$ cat src/rtl/txpcs_pkg.sv
// Shared constants and helpers for the transmit code-group encoder.
// Assumes the fixed 4-bit nibble, 5-bit code-group and 11-bit cipher widths
// of 100 Mb/s block coding.
package txpcs_pkg;
    localparam int NIB_W  = 4;
    localparam int SYM_W  = 5;
    localparam int CIPH_W = 11;

    localparam logic [SYM_W-1:0] SYM_J    = 5'b11000;
    localparam logic [SYM_W-1:0] SYM_K    = 5'b10001;
    localparam logic [SYM_W-1:0] SYM_T    = 5'b01101;
    localparam logic [SYM_W-1:0] SYM_R    = 5'b00111;
    localparam logic [SYM_W-1:0] SYM_H    = 5'b00100;
    localparam logic [SYM_W-1:0] SYM_IDLE = 5'b11111;

    // Frame phases: idle (may open a frame), K due, data, R due.
    typedef enum logic [1:0] {
        PH_IDLE = 2'd0,
        PH_K    = 2'd1,
        PH_DATA = 2'd2,
        PH_R    = 2'd3
    } frame_phase_t;

    // Maps one data nibble to its 5-bit code-group.
    function automatic logic [SYM_W-1:0] nib_to_code(input logic [NIB_W-1:0] n);
        logic [SYM_W-1:0] c;
        case (n)
            4'h0: c = 5'b11110;
            4'h1: c = 5'b01001;
            4'h2: c = 5'b10100;
            4'h3: c = 5'b10101;
            4'h4: c = 5'b01010;
            4'h5: c = 5'b01011;
            4'h6: c = 5'b01110;
            4'h7: c = 5'b01111;
            4'h8: c = 5'b10010;
            4'h9: c = 5'b10011;
            4'hA: c = 5'b10110;
            4'hB: c = 5'b10111;
            4'hC: c = 5'b11010;
            4'hD: c = 5'b11011;
            4'hE: c = 5'b11100;
            default: c = 5'b11101;
        endcase
        return c;
    endfunction
endpackage

$ cat src/rtl/txpcs_framer.sv
// Frame-delimiter state machine and symbol selection.
// Produces the unscrambled code-group for the current cycle from the live
// MAC inputs. A frame opens only on a rising tx_en edge. Link fail wins over
// everything else and returns the machine to idle.
module txpcs_framer
    import txpcs_pkg::*;
(
    input  logic             clk,
    input  logic             rst_n,
    input  logic             tx_en,
    input  logic             tx_er,
    input  logic [NIB_W-1:0] txd,
    input  logic             link_fail,
    output logic [SYM_W-1:0] plain_sym
);
    frame_phase_t phase_q, phase_d;
    logic         en_prev_q;

    // Purpose: remember last cycle's tx_en for rising-edge detection.
    always_ff @(posedge clk) begin
        if (!rst_n) en_prev_q <= 1'b0;
        else        en_prev_q <= tx_en;
    end

    // Purpose: next phase and the symbol to send this cycle.
    always_comb begin
        phase_d   = phase_q;
        plain_sym = SYM_IDLE;
        if (link_fail) begin
            phase_d   = PH_IDLE;
            plain_sym = SYM_IDLE;
        end else begin
            case (phase_q)
                PH_IDLE: begin
                    if (tx_en && !en_prev_q) begin
                        plain_sym = SYM_J;
                        phase_d   = PH_K;
                    end
                end
                PH_K: begin
                    plain_sym = SYM_K;
                    phase_d   = PH_DATA;
                end
                PH_DATA: begin
                    if (tx_en) begin
                        plain_sym = tx_er ? SYM_H : nib_to_code(txd);
                    end else begin
                        plain_sym = SYM_T;
                        phase_d   = PH_R;
                    end
                end
                default: begin
                    plain_sym = SYM_R;
                    phase_d   = PH_IDLE;
                end
            endcase
        end
    end

    // Purpose: phase register.
    always_ff @(posedge clk) begin
        if (!rst_n) phase_q <= PH_IDLE;
        else        phase_q <= phase_d;
    end


    j_then_k_chk: assert property (@(posedge clk) disable iff (!rst_n)
        (plain_sym == SYM_J && !link_fail) |=> (plain_sym == SYM_K || link_fail));


    t_then_r_chk: assert property (@(posedge clk) disable iff (!rst_n)
        (plain_sym == SYM_T && !link_fail) |=> (plain_sym == SYM_R || link_fail));
endmodule

$ cat src/rtl/txpcs_cipher.sv
// 11-bit cipher register, advanced once per symbol.
// The key is the low five bits of the updated value, so the key and the
// register advance in the same cycle. The NOR term pulls the register out of
// the all-zero state. Assumes a nonzero seed.
module txpcs_cipher
    import txpcs_pkg::*;
#(
    parameter logic [CIPH_W-1:0] SEED = 11'h5A5
) (
    input  logic             clk,
    input  logic             rst_n,
    output logic [SYM_W-1:0] key
);
    logic [CIPH_W:1] c_q, c_d;

    // Purpose: one step of the cipher recurrence.
    always_comb begin
        c_d[11:7] = c_q[6:2];
        c_d[6]    = ~(|c_q[11:2]) | c_q[1];
        c_d[5]    = c_q[11] ^ c_q[9];
        c_d[4]    = c_q[10] ^ c_q[8];
        c_d[3]    = c_q[9]  ^ c_q[7];
        c_d[2]    = c_q[8]  ^ c_q[6];
        c_d[1]    = c_q[7]  ^ c_q[5];
        key       = c_d[5:1];
    end

    // Purpose: cipher state register.
    always_ff @(posedge clk) begin
        if (!rst_n) c_q <= SEED;
        else        c_q <= c_d;
    end


    cipher_live_chk: assert property (@(posedge clk) disable iff (!rst_n)
        c_q != '0);
endmodule

$ cat src/rtl/txpcs_carrier.sv
// Carrier-sense and collision outputs, registered so that they line up with
// the code-group. Transmit counts as active while tx_en is high and the link
// is up.
module txpcs_carrier (
    input  logic clk,
    input  logic rst_n,
    input  logic tx_en,
    input  logic link_fail,
    input  logic rx_busy,
    input  logic full_duplex,
    input  logic loopback,
    input  logic col_test,
    output logic crs,
    output logic col
);
    logic tx_live;
    logic col_d;

    // Purpose: transmit activity and collision decision.
    always_comb begin
        tx_live = tx_en && !link_fail;
        if (col_test)                      col_d = tx_en;
        else if (full_duplex || loopback)  col_d = 1'b0;
        else                               col_d = tx_live && rx_busy;
    end

    // Purpose: output registers.
    always_ff @(posedge clk) begin
        if (!rst_n) begin
            crs <= 1'b0;
            col <= 1'b0;
        end else begin
            crs <= tx_live || rx_busy;
            col <= col_d;
        end
    end
endmodule

$ cat src/rtl/pcs_tx_encoder.sv
// Top of the transmit code-group encoder. It selects the symbol, XORs it
// with the cipher key unless bypassed, and registers the result, together
// with carrier sense and collision. Every output lags its inputs by one clock.
module pcs_tx_encoder
    import txpcs_pkg::*;
#(
    parameter logic [CIPH_W-1:0] CIPHER_SEED = 11'h5A5
) (
    input  logic             clk,
    input  logic             rst_n,
    input  logic             tx_en,
    input  logic             tx_er,
    input  logic [NIB_W-1:0] txd,
    input  logic             link_fail,
    input  logic             scr_disable,
    input  logic             full_duplex,
    input  logic             loopback,
    input  logic             col_test,
    input  logic             rx_busy,
    output logic [SYM_W-1:0] tsm,
    output logic             crs,
    output logic             col
);
    logic [SYM_W-1:0] plain_sym;
    logic [SYM_W-1:0] key;

    txpcs_framer i_framer (
        .clk       (clk),
        .rst_n     (rst_n),
        .tx_en     (tx_en),
        .tx_er     (tx_er),
        .txd       (txd),
        .link_fail (link_fail),
        .plain_sym (plain_sym)
    );

    txpcs_cipher #(.SEED(CIPHER_SEED)) i_cipher (
        .clk   (clk),
        .rst_n (rst_n),
        .key   (key)
    );

    txpcs_carrier i_carrier (
        .clk         (clk),
        .rst_n       (rst_n),
        .tx_en       (tx_en),
        .link_fail   (link_fail),
        .rx_busy     (rx_busy),
        .full_duplex (full_duplex),
        .loopback    (loopback),
        .col_test    (col_test),
        .crs         (crs),
        .col         (col)
    );

    // Purpose: symbol output register with optional scrambling.
    always_ff @(posedge clk) begin
        if (!rst_n) tsm <= SYM_IDLE;
        else        tsm <= scr_disable ? plain_sym : (plain_sym ^ key);
    end


    lf_idle_chk: assert property (@(posedge clk) disable iff (!rst_n)
        (link_fail && scr_disable) |=> (tsm == SYM_IDLE));


    col_quiet_chk: assert property (@(posedge clk) disable iff (!rst_n)
        ((full_duplex || loopback) && !col_test) |=> !col);


    crs_rx_chk: assert property (@(posedge clk) disable iff (!rst_n)
        rx_busy |=> crs);
endmodule

$ cat config.mk
export PLATFORM = sky130hd
export DESIGN_NAME = pcs_tx_encoder
export DESIGN_NICKNAME = d
export VERILOG_FILES = /design/src/rtl/txpcs_pkg.sv /design/src/rtl/txpcs_framer.sv /design/src/rtl/txpcs_cipher.sv /design/src/rtl/txpcs_carrier.sv /design/src/rtl/pcs_tx_encoder.sv
export SDC_FILE = /design/constraint.sdc
export NUM_CORES = 1
export LEC_CHECK = 0
export BUFFER_PORTS_ARGS = -buffer_cell sky130_fd_sc_hd__buf_2
export CORE_MARGIN = 2
export CORE_UTILIZATION = 51
export DETAILED_ROUTE_END_ITERATION = 8
export PLACE_DENSITY = 0.76
export SYNTH_ARGS = -nofsm -noshare
export SYNTH_HDL_FRONTEND = slang
export SYNTH_SLANG_ARGS = --single-unit
$ cat constraint.sdc
create_clock -name clk -period 1.5 [get_ports clk]
set_input_delay 0 -clock clk [delete_from_list [all_inputs] [get_ports clk]]
set_output_delay 0 -clock clk [all_outputs]
set_load 0.05 [all_outputs]
==> qor.yml, run 1 <==
run_status:
  status: "completed"
synth:
  synth_top_family_by_area: "simple AND/OR/NAND/NOR gates"
  synth_compound_area_share_pct: 18.0
  yosysTopAreaCell: "dfxtp_1"
  synthMuxAreaShare_pct: 3.15
  synthCells: 104
  avgSynthCellArea_um2: 9.17
  syn-cell-area_um2: 953
  yosys.area.top_type_share_pct: 44.1
  synth_edf_count: 0
  synthArstFlopShare_pct: 0
  synth_xor_area_share_pct: 4.59
  yosysMostFrequentCell: "dfxtp_1"
  synth_simple_gate_area_share_pct: 22.2
  synthAdderAreaFrac_pct: 5.25
  synth.net_count: 122
  synthFlopType: "dfxtp_1"
  ys_top_cells_by_count: "dfxtp_1, nor2_1, a21oi_1, inv_1"
  ys_ff_latch: 21
  ys_warn_count: 0
  ys_seq_area_share_pct: 44.1
  ys_top_cells_by_area: "dfxtp_1, nor2_1, ha_1"
  synth.distinct_cells: 34
worst_setup_path:
  crit_fanout: 6
  max_stage_delay_ns: 0.38
  cp.arrival_ns: 1.61
  critPathKind: "reg2reg"
  crit_chain: "inv_1 > ha_2 > a211o_1 > nor4_2 > o21ai_1"
  critPathRequiredTime_ns: 1.70
  worst_setup_path_end_kind: "register"
  worstSetupStartpointType: "register"
  slowest_stage: "dfxtp_4"
clock_network:
  cts_sinks: 21
  htree_num_levels: 1
  numCtsBuffers: 3
  max-clock-path-buffers: 2
  cts_root_buf: "clkbuf_4"
  cts_tree: "yes"
  clkLatencyLatePin_ns: 0.31
  clk_pin_slew_worst_paths_ns: 0.12
power:
  power_density_mw_per_mm2: 949
  vdd_drop_max_mv: 0.668
  p_leak_uw: 0.000488
final_layout:
  drive_gt1_share_pct: 29.3
  fin_cells: 158
  regArea_um2: 424
  finalInstanceArea_mm2: 0.00120
  area_growth_pct: 25.6
  nets: 152
  num_antenna_cells: 0
  num-fill-cells: 139
  multiInputGateArea_um2: 539
routing:
  wl_per_cell_um: 13.2
  viasPerCell: 5.37
  drtPass1Iterations: 4
  drc: 0
  wl_mm: 2.08
  ant_nets: 0
  drt-initial-drc-count: 29
  via_count: 848
timing:
  final-hold-violation-count: 0
  tightest_slew_ns: 0.533
  relSlewSlack_pct: 64.0
  setup_tns_ns: 0
  period_minus_slack_ns: 1.41
  fmax_ghz: 0.712
  report.final.slew_viol_count: 0
  setup_viol: 0
  fin_skew_ns: 0.00377
  grt_setup_unrepaired: "false"
  fin_crit_sh_pct: 93.7
grt:
  grt_max_degree: 15
  grt_pass1_wl_mm: 3.48
  globalRouteOverflowTotal: 0
  grt_pass1_vias: 796
  grt.total_usage_pct: 22.2
  grt_antenna_before_repair: 0
place:
  dp.cells: 151
  finalWeightedCongestion: 0.852
  port_buffers: 20
  hpwl_mm: 1.46
  post_dp_cell_area_mm2: 0.00110
floorplan:
  dieArea_mm2: 0.00223
  die_w_um: 47.2
  fp-row-count: 15
  start_util_pct: 54.6
  core_area_mm2: 0.00175
  fp.dieH_um: 47.2
  ioPinCount: 21
run:
  drv_cap: 0
min_path:
  hold_path.class: "in2reg"
per-layer routing:
layer  up-vias  wire (µm)  global-route usage (%)
met5         -          0                       0
met1       379        972                    30.7
li1        429          -                       -
met3         8        106                    3.85
met2        32        931                    34.9
met4         0         71                    7.78
layout by cell type (no fill, tap or decap), types with 2 or more instances in the layout:
cell | netlist | layout
buf_4 | 0 | 3
clkbuf_4 | 0 | 3
nor2_1 | 14 | 14
xnor2_1 | 3 | 3
nand3_1 | 3 | 3
dfxtp_1 | 21 | 20
ha_2 | 0 | 3
nand2_1 | 4 | 4
a211oi_2 | 1 | 2
inv_1 | 5 | 5
nor3_1 | 4 | 4
buf_2 | 0 | 20
nand2b_1 | 4 | 4
mux2i_1 | 3 | 3
xor2_1 | 2 | 2
nor2b_1 | 2 | 2
a21oi_1 | 5 | 5
a31oi_1 | 3 | 3
dlygate4sd3_1 | 0 | 3
nor4_1 | 3 | 2
and2_1 | 4 | 4
registers in the layout (all words and copies together) (netlist names):
name,count
i_framer.en_prev_q,1
i_carrier.crs,1
i_carrier.col,1
i_cipher.c_q,11
tsm,5
i_framer.phase_q,2
logic make-up (layout without fill, tap and decap cells):
kind of cell | count (synthesis) | after routing
AOI/OAI and AO/OA | 23 | 23
xor gates and xnor gates | 5 | 5
adders and majority gates | 4 | 4
buffers and inverters | 7 | 36
DFF | 21 | 21
muxes | 3 | 3
and+or+nand+nor | 41 | 41
final cells by class:
| type | count | area share (%) |
|---|---|---|
| flip-flops and latches | 21 | 35.4 |
| repair buffers | 26 | 12.7 |
| clock buffers | 3 | 1.88 |
| well taps | 25 | 2.61 |
| clock inverters | 1 | 0.418 |
| multi-input cells | 76 | 45.0 |
| inverters | 6 | 1.88 |
what timing repair did:
action | 4_1_cts | 5_1_grt
resized for setup | 2 | 9
buffers inserted | 0 | 0
hold buffers | 3 | 0
endpoints found under the setup margin | 2 | 6
hold endpoints to repair | 7 | 0
power by group:
part,switching (µW),internal (µW),leakage (µW)
Combinational,151,95.8,0.000295
Clock,176,99.6,0.0000177
Sequential,19.3,595,0.000174
path summary, 6_finish.rpt:
check | endpoint | depth (start not counted) | slack (ns) | startpoint
max | tsm[0] | 5 | 0.09 | i_framer.phase_q[1]
min | i_carrier.crs | 3 | 0.01 | tx_en
max reg2reg | tsm[0] | 5 | 0.09 | i_framer.phase_q[1]
min reg2reg | i_cipher.c_q[9] | 1 | 0.45 | i_cipher.c_q[4]
per-stage QoR:
stage / hold slack, ns / power [µW] / worst slack [ns] / util (%)
finish: 0.0137 / 1140 / 0.0947 / 68.6
global route: 0.0129 / 1190 / 0.00239 / 68.6
CTS: 0.000293 / 1130 / 0.00159 / 67.0
detailed placement: 0.229 / 853 / -0.0120 / 63.2
global placement: 0.215 / 849 / 0.0688 / 63.2
floorplan: 0.0730 / 779 / 0.105 / -
critical path: cells and delay by family (launching register included):
kind                       cells  cell delay (ns)
AOI/OAI and AO/OA              2             0.37
DFF                            1             0.38
and+or+nand+nor                1             0.27
buffers and inverters          1             0.06
adders and majority gates      1             0.22
(Power assumes the default switching activity.)
==> inputs of run 2 (changes only) <==
CORE_UTILIZATION = 55   (was 51)
CTS_BUF_LIST = sky130_fd_sc_hd__clkbuf_8   (was unset)
PLACE_DENSITY = 0.81   (was 0.76)
==> run 2 against run 1 <==
Against the previous run: sequential share of layout area is 0.77 points higher; final cell count is 6.3% lower; critical path depth is 1 higher; total power is 5.2% higher; final area is 2.7% lower; global-route usage is 0.91 points lower; largest power group unchanged; core utilization is 1.1 points higher; flip-flop and latch count stayed put; routed wire length is 4.3% lower; largest cell class unchanged; setup slack worse by 0.016 ns; clock power is 26% higher; combinational power is 6% lower.
==> qor.yml, run 2 (synthesis gave the netlist of run 1 again) <==
clock_network:
  clk_pin_slew_worst_paths_ns: 0.07
  cts_sinks: 21
  max-clock-path-buffers: 2
  htree_num_levels: 1
  cts_root_buf: "clkbuf_8"
  clkLatencyLatePin_ns: 0.25
  cts_tree: "yes"
  postCtsSetupBuffers: 0
  numCtsBuffers: 3
final_layout:
  largest_reg_flops: 11
  multiInputGateArea_um2: 519
  num-fill-cells: 133
  utilization_pct: 69.7
  nets: 150
  top_regs: "i_cipher.c_q (11), tsm (5), i_framer.phase_q (2)"
  num_antenna_cells: 0
  layout_common_cells: "dfxtp_1, buf_2, nor2_1"
  top_register: "i_cipher.c_q"
  regArea_um2: 422
  drive_gt1_share_pct: 25.2
  area_growth_pct: 22.2
  fin_cells: 148
grt:
  grt_pass1_wl_mm: 3.16
  globalRouteOverflowTotal: 0
  grt_max_degree: 15
  grt_pass1_vias: 739
  grt_antenna_before_repair: 0
  grt.total_usage_pct: 21.3
timing:
  report.final.slew_viol_count: 0
  tightest_slew_ns: 0.606
  setup_viol: 0
  setup_tns_ns: 0
  period_minus_slack_ns: 1.42
  fmax_ghz: 0.704
  fin_skew_ns: 0.00232
  final-hold-violation-count: 0
  fin_ws_ns: 0.0787
  fin_crit_sh_pct: 94.8
  grt_setup_unrepaired: "true"
  relSlewSlack_pct: 59.1
worst_setup_path:
  critPathKind: "reg2reg"
  slowest_stage: "dfxtp_1"
  critPathRequiredTime_ns: 1.61
  max_stage_delay_ns: 0.31
  cp.arrival_ns: 1.54
  worst_setup_path_end_kind: "register"
  worstSetupStartpointType: "register"
  crit_family: "compound AO/OA/AOI/OAI gates"
  crit_fanout: 5
  path_buf_inv: 1
  crit_chain: "inv_1 > ha_1 > and3b_2 > o311ai_0 > a21oi_1 > a31oi_1"
routing:
  drtPass1Iterations: 4
  drt-initial-drc-count: 20
  wl_mm: 1.99
  wl_per_cell_um: 13.5
  ant_nets: 0
  drc: 0
  viasPerCell: 5.51
  via_count: 815
floorplan:
  die_w_um: 45.6
  fp-row-count: 15
  dieArea_mm2: 0.00208
  core_area_mm2: 0.00167
  start_util_pct: 57.1
  fp.dieH_um: 45.6
  ioPinCount: 21
run:
  drv_cap: 0
run_status:
  status: "completed"
min_path:
  hold_path.class: "in2reg"
place:
  dp.cells: 142
  pre_cts_slack_ns: -0.00681
  finalWeightedCongestion: 0.814
  hpwl_mm: 1.51
  port_buffers: 20
power:
  vdd_drop_max_mv: 0.629
  total_power_uw: 1190
  power_density_mw_per_mm2: 1030
  p_leak_uw: 0.000482
[run 2: metrics by stage]
step / instance area, µm² / hold WS (ns)
global placement: 1090 / 0.212
detailed placement: 1090 / 0.216
global route: 1160 / 0.0463
finish: 1160 / 0.0355
floorplan: 953 / 0.0730
CTS: 1150 / 0.0295
[run 2: cell type report]
cell class              count  share of cell area, %
clock buffers               3                   3.54
clock inverters             1                  0.322
inverters                   6                   1.93
multi-input cells          76                   44.6
flip-flops and latches     21                   36.2
well taps                  17                   1.83
repair buffers             24                   11.6
[run 2: layer usage]
layer | GRT usage [%] | up-vias | wire, µm | part of all wire [%]
met4 | 8.24 | 0 | 10 | 0.50
met3 | 6.75 | 2 | 98 | 4.9
met5 | 0 | - | 0 | 0
li1 | - | 420 | - | -
met1 | 24.6 | 371 | 940 | 47
met2 | 36.3 | 22 | 943 | 47
[run 2: worst paths after layout]
path,cells after the start,to,start,slack (ns)
worst min register to register,1,i_cipher.c_q[8],i_cipher.c_q[3],0.45
worst max register to register,6,tsm[1],i_framer.phase_q[0],0.08
worst min-delay path,2,i_cipher.c_q[3],rst_n,0.04
worst max-delay path,6,tsm[1],i_framer.phase_q[0],0.08
[run 2: what timing repair did]
item,in CTS,in global routing
endpoints found under the setup margin,2,6
hold endpoints to repair,2,0
hold buffers,2,0
resized for setup,1,5
pin swaps,0,1
[run 2: power breakdown]
group          internal, µW  switching [µW]  leakage (µW)
clock                   182             165     0.0000269
sequential              596            19.5      0.000174
combinational          87.9             145      0.000281
total                   866             329      0.000482
[run 2: worst register-to-register path: cells and delay by family, from the launching register on]
| kind | cells | cell delay [ns] |
|---|---|---|
| compound gates | 3 | 0.46 |
| buf+inv | 1 | 0.08 |
| fa+ha+maj | 1 | 0.24 |
| flops | 1 | 0.31 |
| simple gates | 1 | 0.20 |
